<file path="src/rtl/hpd_pkg.sv">
// Package: shared defaults and helper functions for the six-phase demultiplex sequencer.
// Assumes: the trim field is small enough that its largest delay fits an on-chip tap line.
package hpd_pkg;

    localparam int unsigned HPD_DW     = 10;
    localparam int unsigned HPD_NCH    = 6;
    localparam int unsigned HPD_TRIM_W = 4;

    // Largest delay in clk2x edges: a full trim in dual mode (two edges per step).
    function automatic int unsigned hpd_max_delay(input int unsigned trim_w);
        return 2 * ((1 << trim_w) - 1);
    endfunction

    // Number of sample slots in one sequence (odd and even samples of a dual pair).
    function automatic int unsigned hpd_seq_len(input int unsigned nch);
        return 2 * nch;
    endfunction

endpackage

</file>
<file path="src/rtl/hpd_tapdelay.sv">
// Module: selectable tap delay line, clocked every clk2x edge.
// Output q is input d delayed by (sel+1) edges; sel is kept at or below MAXD by the caller.
// Assumes: sel changes only while the line carries no enabled dots.
module hpd_tapdelay #(
    parameter int unsigned W     = 12,
    parameter int unsigned MAXD  = 30,
    localparam int unsigned SW   = $clog2(MAXD + 1)
) (
    input  logic          clk,
    input  logic          rst_n,
    input  logic [W-1:0]  d,
    input  logic [SW-1:0] sel,
    output logic [W-1:0]  q
);

    logic [W-1:0] pipe [MAXD+1];

    // Shift the whole line by one stage per edge.
    always_ff @(posedge clk) begin
        if (!rst_n) begin
            for (int j = 0; j <= int'(MAXD); j++) pipe[j] <= '0;
        end else begin
            pipe[0] <= d;
            for (int j = 1; j <= int'(MAXD); j++) pipe[j] <= pipe[j-1];
        end
    end

    // Pick the tap named by sel; stage 0 is the fallback.
    always_comb begin
        q = pipe[0];
        for (int j = 1; j <= int'(MAXD); j++) begin
            if (sel == SW'(j)) q = pipe[j];
        end
    end

endmodule

</file>
<file path="src/rtl/hpd_sequencer.sv">
// Module: numbers the samples after each falling line-start, drops the ones this chip does
// not own, and turns each kept sample into a write of one channel slot.
// Assumes: x_en arrives at most every second edge; mode inputs are static during a line.
module hpd_sequencer #(
    parameter int unsigned DW   = 10,
    parameter int unsigned NCH  = 6,
    localparam int unsigned CYC    = 2 * NCH,
    localparam int unsigned IDX_W  = $clog2(CYC),
    localparam int unsigned SLOT_W = $clog2(NCH)
) (
    input  logic              clk,
    input  logic              rst_n,
    input  logic              x_en,
    input  logic              x_ls,
    input  logic [DW-1:0]     x_pix,
    input  logic              dual_mode,
    input  logic              role_odd,
    input  logic              dir_up,
    output logic              wr_en,
    output logic [SLOT_W-1:0] wr_ch,
    output logic [DW-1:0]     wr_data,
    output logic              wr_last
);

    logic              ls_prev;
    logic              s_en;
    logic              s_vld;
    logic [IDX_W-1:0]  s_idx;
    logic [DW-1:0]     s_pix;
    logic              fall;
    logic              keep;
    logic [IDX_W-1:0]  wrap_idx;
    logic [SLOT_W-1:0] slot;

    assign fall = ls_prev & ~x_ls;

    // Register each dot with its sample number; hold the sequence while line-start is high.
    always_ff @(posedge clk) begin
        if (!rst_n) begin
            ls_prev <= 1'b0;
            s_en    <= 1'b0;
            s_vld   <= 1'b0;
            s_idx   <= '0;
            s_pix   <= '0;
        end else begin
            s_en <= x_en;
            if (x_en) begin
                ls_prev <= x_ls;
                s_pix   <= x_pix;
                if (x_ls)      s_vld <= 1'b0;
                else if (fall) s_vld <= 1'b1;
                if (fall || s_idx == IDX_W'(CYC - 1)) s_idx <= '0;
                else                                  s_idx <= s_idx + 1'b1;
            end
        end
    end

    // Ownership: in dual mode the odd-role copy keeps even indices (samples 1,3,5,...).
    assign keep = !dual_mode || (s_idx[0] != role_odd);

    // Slot within the set of six; single mode folds the twelve indices onto six.
    always_comb begin
        wrap_idx = (s_idx >= IDX_W'(NCH)) ? (s_idx - IDX_W'(NCH)) : s_idx;
        if (dual_mode) slot = s_idx[IDX_W-1:1];
        else           slot = wrap_idx[SLOT_W-1:0];
    end

    // Map the slot onto a channel according to the scan direction.
    assign wr_ch   = dir_up ? slot : (SLOT_W'(NCH - 1) - slot);
    assign wr_en   = s_en & s_vld & keep;
    assign wr_data = s_pix;
    assign wr_last = (slot == SLOT_W'(NCH - 1));

endmodule

</file>
<file path="src/rtl/hpd_holdbank.sv">
// Module: collects a set of six channel values, then loads them into the output
// registers, either all at once or as a leading and a trailing group of three.
// Assumes: NCH is even; consecutive completions are at least two edges apart.
module hpd_holdbank #(
    parameter int unsigned DW   = 10,
    parameter int unsigned NCH  = 6,
    localparam int unsigned HALF   = NCH / 2,
    localparam int unsigned SLOT_W = $clog2(NCH)
) (
    input  logic              clk,
    input  logic              rst_n,
    input  logic              wr_en,
    input  logic [SLOT_W-1:0] wr_ch,
    input  logic [DW-1:0]     wr_data,
    input  logic              wr_last,
    input  logic              split_grp,
    output logic [NCH*DW-1:0] ch_data,
    output logic [NCH-1:0]    ch_stb
);

    logic [DW-1:0] shadow [NCH];
    logic          set_done;
    logic          tail_pend;
    logic          load_head;
    logic          load_tail;

    // Accept each kept sample into its slot of the collection bank.
    always_ff @(posedge clk) begin
        if (!rst_n) begin
            for (int i = 0; i < int'(NCH); i++) shadow[i] <= '0;
        end else if (wr_en) begin
            for (int i = 0; i < int'(NCH); i++) begin
                if (wr_ch == SLOT_W'(i)) shadow[i] <= wr_data;
            end
        end
    end

    // Mark a complete set, and the trailing group that still waits half a dot.
    always_ff @(posedge clk) begin
        if (!rst_n) begin
            set_done  <= 1'b0;
            tail_pend <= 1'b0;
        end else begin
            set_done  <= wr_en & wr_last;
            tail_pend <= set_done & split_grp;
        end
    end

    assign load_head = set_done;
    assign load_tail = (set_done & ~split_grp) | tail_pend;

    // One output register and strobe per channel; the group is chosen by position.
    for (genvar g = 0; g < int'(NCH); g++) begin : g_chan
        logic ld;
        if (g < int'(HALF)) begin : g_head
            assign ld = load_head;
        end else begin : g_tail
            assign ld = load_tail;
        end

        // Load the channel from the bank and flag the update for one cycle.
        always_ff @(posedge clk) begin
            if (!rst_n) begin
                ch_data[g*DW +: DW] <= '0;
                ch_stb[g]           <= 1'b0;
            end else begin
                ch_stb[g] <= ld;
                if (ld) ch_data[g*DW +: DW] <= shadow[g];
            end
        end
    end

endmodule

</file>
<file path="src/rtl/hexphase_demux.sv">
// Module: top of the six-phase demultiplex sequencer. The dot-sampled inputs pass
// through a tap delay set by the phase trim, then the sequencer, then the hold bank.
// Assumes: clk2x runs at twice the dot rate and dot_en is high on every second edge;
// mode and trim inputs are changed only between lines.
module hexphase_demux #(
    parameter int unsigned DW     = hpd_pkg::HPD_DW,
    parameter int unsigned NCH    = hpd_pkg::HPD_NCH,
    parameter int unsigned TRIM_W = hpd_pkg::HPD_TRIM_W,
    localparam int unsigned MAXD   = hpd_pkg::hpd_max_delay(TRIM_W),
    localparam int unsigned SW     = $clog2(MAXD + 1),
    localparam int unsigned SLOT_W = $clog2(NCH),
    localparam int unsigned LW     = DW + 2
) (
    input  logic              clk2x,
    input  logic              rst_n,
    input  logic              dot_en,
    input  logic              line_start,
    input  logic [DW-1:0]     pix_in,
    input  logic              dir_up,
    input  logic              dual_mode,
    input  logic              role_odd,
    input  logic              split_grp,
    input  logic [TRIM_W-1:0] phase_trim,
    output logic [NCH*DW-1:0] ch_data,
    output logic [NCH-1:0]    ch_stb
);

    logic [SW-1:0]     tap_sel;
    logic [LW-1:0]     line_in;
    logic [LW-1:0]     line_out;
    logic              wr_en;
    logic [SLOT_W-1:0] wr_ch;
    logic [DW-1:0]     wr_data;
    logic              wr_last;

    // A trim step is one clk2x edge in single mode and two in dual mode.
    always_comb begin
        if (dual_mode) tap_sel = SW'({phase_trim, 1'b0});
        else           tap_sel = SW'(phase_trim);
    end

    assign line_in = {dot_en, line_start, pix_in};

    hpd_tapdelay #(
        .W    (LW),
        .MAXD (MAXD)
    ) u_dly (
        .clk   (clk2x),
        .rst_n (rst_n),
        .d     (line_in),
        .sel   (tap_sel),
        .q     (line_out)
    );

    hpd_sequencer #(
        .DW  (DW),
        .NCH (NCH)
    ) u_seq (
        .clk       (clk2x),
        .rst_n     (rst_n),
        .x_en      (line_out[LW-1]),
        .x_ls      (line_out[LW-2]),
        .x_pix     (line_out[DW-1:0]),
        .dual_mode (dual_mode),
        .role_odd  (role_odd),
        .dir_up    (dir_up),
        .wr_en     (wr_en),
        .wr_ch     (wr_ch),
        .wr_data   (wr_data),
        .wr_last   (wr_last)
    );

    hpd_holdbank #(
        .DW  (DW),
        .NCH (NCH)
    ) u_bank (
        .clk       (clk2x),
        .rst_n     (rst_n),
        .wr_en     (wr_en),
        .wr_ch     (wr_ch),
        .wr_data   (wr_data),
        .wr_last   (wr_last),
        .split_grp (split_grp),
        .ch_data   (ch_data),
        .ch_stb    (ch_stb)
    );

endmodule

</file>
<file path="config.mk">
export PLATFORM = sky130hd
export DESIGN_NAME = hexphase_demux
export DESIGN_NICKNAME = d
export VERILOG_FILES = /design/src/rtl/hpd_pkg.sv /design/src/rtl/hpd_tapdelay.sv /design/src/rtl/hpd_sequencer.sv /design/src/rtl/hpd_holdbank.sv /design/src/rtl/hexphase_demux.sv
export SDC_FILE = /design/constraint.sdc
export NUM_CORES = 1
export LEC_CHECK = 0
export ABC_AREA = 1
export BUFFER_PORTS_ARGS = -buffer_cell sky130_fd_sc_hd__buf_2
export CAP_MARGIN = 20
export CORE_MARGIN = 3
export CORE_UTILIZATION = 25
export DETAILED_ROUTE_END_ITERATION = 12
export PLACE_DENSITY = 0.45
export REMOVE_ABC_BUFFERS = 1
export SLEW_MARGIN = 20
export SYNTH_ARGS = -nofsm -noshare
export SYNTH_HDL_FRONTEND = slang
export SYNTH_HIERARCHICAL = 1
export SYNTH_SLANG_ARGS = --single-unit
</file>
<file path="constraint.sdc">
create_clock -name clk2x -period 3.42 [get_ports clk2x]
set_clock_uncertainty 0.2 [all_clocks]
set_input_delay 0.171 -clock clk2x [delete_from_list [all_inputs] [get_ports clk2x]]
set_output_delay 0.171 -clock clk2x [all_outputs]
set_load 0.1 [all_outputs]
</file>
==> run metrics <==
hold slack=0.07425 ns; placed insts=3942; routability congestion estimate=0.7897; via count=16240; Top Ports=88; overall die area=86130 µm²; Clk pwr share=0.442; status=finished with violations; row count=104; Least-Margin Pin Slew=0.9287 ns; initial antenna violation count=0; Detailed Place HPWL=34070 µm; Synth cell types=44; drc violations=0; Layout Cells excl Fill=4083; drt via density=3.976; crit path launch type=input port; Worst R2R Path Depth=35; Synth area leader=dfxtp_1; CP arrival=3.76 ns; CP max stage cell=or2_1; register bit total from synthesis=513; CTS sink cnt=513; met3 usage=0.01784; Worst path most repeated cell=nand3_1; minimum clock period=3.486 ns; Nets=3009; Gate Count Post-Synth=2785; Hold Path Class=in2reg; fin. max-slew vios=0; Post-Syn Area=20660 µm²; power per cell area=521.8 nW/µm²; Final Hold Viols=0; RSZ-0062 raised after global routing=true; Reg clk slew, reported paths=0.06 ns; # setup viols final=11; share of layout cells above drive strength 1=0.1783; first-pass GRT wire length=82080 µm; Pleak=0.01405 µW; area grow syn2layout=23.98%; diodes inserted=0; GRT Total Usage=0.1162; most frequent cells in the layout=777 x nand2_1, 525 x inv_1, 451 x dfxtp_1, 236 x nor2_1, 207 x nand3_1; Most used DFF post-synth=dfxtp_1; sw power=3266 µW; CP Data Required Time=3.70 ns; syn avg cell area=7.419 µm²; Flop pwr share=0.465; Final ANT Viol Nets=0; EDFF count, synth=60; Crit. End Element=flop; share of the synthesized area in the top cell type=0.4389; Worst Setup Path Type=in2reg; GR Util met2=0.1961; multiplexer share of the synthesized area=0; CTS Buf Count=56; htree depth=2; Min-Delay Path Depth=5; Final Cycle Share=1.019; synth top area cells=dfxtp_1 44%, nand2_1 15%, inv_1 9.6%; port bufs=87; final core utilization=0.3155; Peak Freq=286.9 MHz; Logic pwr share=0.093; Worst VDD drop=358.6 µV; vias in the first global route=15520; initial core utilization=0.2545; Post-Synth Adder-Cell Area=0.002422; internal power=10100 µW; layout filler cell count=8857; CP max FO=7; drt first pass iters=4; grt peak-use layer=met2; initial DRC count=765; Async S/R FF share, synth=0; GR Overflow Total=0; Worst-Skew Late Latency=0.61 ns; Synth Area in Compound Gates=0.04869; register area share after synthesis=0.5261; Clock Tree Root=clkbuf_16; XOR/XNOR Fraction of Synth Area=0.0004239; most common cell after layout, fill and taps aside=nand2_1; YS warnings=6; Die Height=293.5 µm; Setup TNS=-0.3788 ns; violated checks=setup timing; Largest stage delay, worst path=0.26 ns; Die Wd=293.5 µm; switch share=0.2443; simple-gate area share of the yosys netlist=0.2910; DR WL/cell=12.25 µm; DRT Wirelength=50030 µm; Final WS setup=-0.06566 ns; Core ar.=81200 µm²; CTS tree=done; met1 usage=0.1544; largest net degree at the start of global routing=129; Slew headroom=0.3802; largest family of logic cells by synthesized area=simple AND/OR/NAND/NOR gates; max cap viols=0; CTS max path bufs=3
cells by family (layout without fill, tap and decap cells):
family / after synthesis / after routing
adder cells (fa/ha/maj): 4 / 4
AO/OA/AOI/OAI: 186 / 186
buffers and inverters: 679 / 916
AND/OR/NAND/NOR: 1402 / 1403
flip-flops: 513 / 513
XOR/XNOR: 1 / 1
cell usage after synthesis, types with 5 or more instances:
master	n
or2_0	5
buf_2	28
or2_1	7
nor2_1	245
or2_2	79
nand3_1	228
edfxtp_1	60
o21ai_1	19
inv_1	531
clkbuf_1	69
o211ai_1	8
o21ai_0	71
a21oi_1	73
nand2_1	802
dfxtp_1	453
nand4_1	7
buf_6	7
nor2_4	7
inv_2	19
nor2_2	8
buf_4	18
stage by stage:
step	total power [µW]	area (µm²)	worst slack, ns
CTS	13600	25390	-0.09666
detailed placement	7455	23000	-1.018
global placement	7460	23000	-1.055
finish	13370	25620	-0.06566
floorplan	6922	20030	-0.9193
global route	14020	25620	-0.5033
sequential cells by signal, summed over array words and instances, names as in the netlist:
name / cells
u_seq/ls_prev: 1
u_bank/ch_data: 60
u_bank/ch_stb: 2
u_bank/shadow: 60
u_seq/s_en: 1
u_bank/g_chan.ld: 1
u_seq/wr_data: 10
u_seq/s_idx: 4
u_dly/pipe: 372
u_bank/tail_pend: 1
u_seq/s_vld: 1
routing by layer:
metal / wire length, µm / share of wire
met4: 1010 / 0.020
met3: 1628 / 0.033
met5: 0 / 0
met1: 24230 / 0.48
met2: 23160 / 0.46
power by group through the flow:
stage               combinational [µW]  sequential (µW)  clock [µW]
floorplan                          594             6330           0
global placement                  1120             6340           0
detailed placement                1110             6340           0
CTS                               1240             6210        6150
global route                      1410             6220        6390
finish                            1240             6210        5910
final cells by class:
| cell class | instances | area [µm²] | area share |
|---|---|---|---|
| Timing Repair Buffer | 264 | 2113 | 0.08249 |
| Multi-Input combinational cell | 1594 | 7401 | 0.2889 |
| Inverter | 553 | 2103 | 0.08210 |
| Sequential cell | 513 | 10870 | 0.4244 |
| Timing Repair inverter | 1 | 7.507 | 0.0002931 |
| Clock inverter | 11 | 122.6 | 0.004787 |
| Clock buffer | 87 | 1670 | 0.06520 |
| Tap cell | 1060 | 1326 | 0.05177 |
final timing paths:
check,start,end,slack (ns)
worst max register to register,u_dly/pipe[0][35]$_SDFF_PN0_,u_seq/wr_data[2]$_SDFFE_PN0P_,-0.04
worst min-delay path,dir_up,u_bank/shadow[3][4]$_SDFFCE_PN0P_,0.07
worst min register to register,u_dly/pipe[0][0]$_SDFF_PN0_,u_dly/pipe[0][12]$_SDFF_PN0_,0.21
worst max-delay path,dual_mode,u_seq/wr_data[2]$_SDFFE_PN0P_,-0.07
worst max-delay path, delay by kind of cell:
kind | cells | cell delay, ns
AND/OR/NAND/NOR | 36 | 2.81
buffers and inverters | 5 | 0.59
AO/OA/AOI/OAI | 1 | 0.12
timing repair:
action                                  in CTS  in global routing
pin swaps                                   36                 25
buffers inserted                            17                  8
endpoints found under the hold margin       88                  0
endpoints found under the setup margin      17                 17
hold buffers                                16                  0
cloned                                       2                  0
resized for setup                           71                 43
Power figures use the tool's default switching activity.
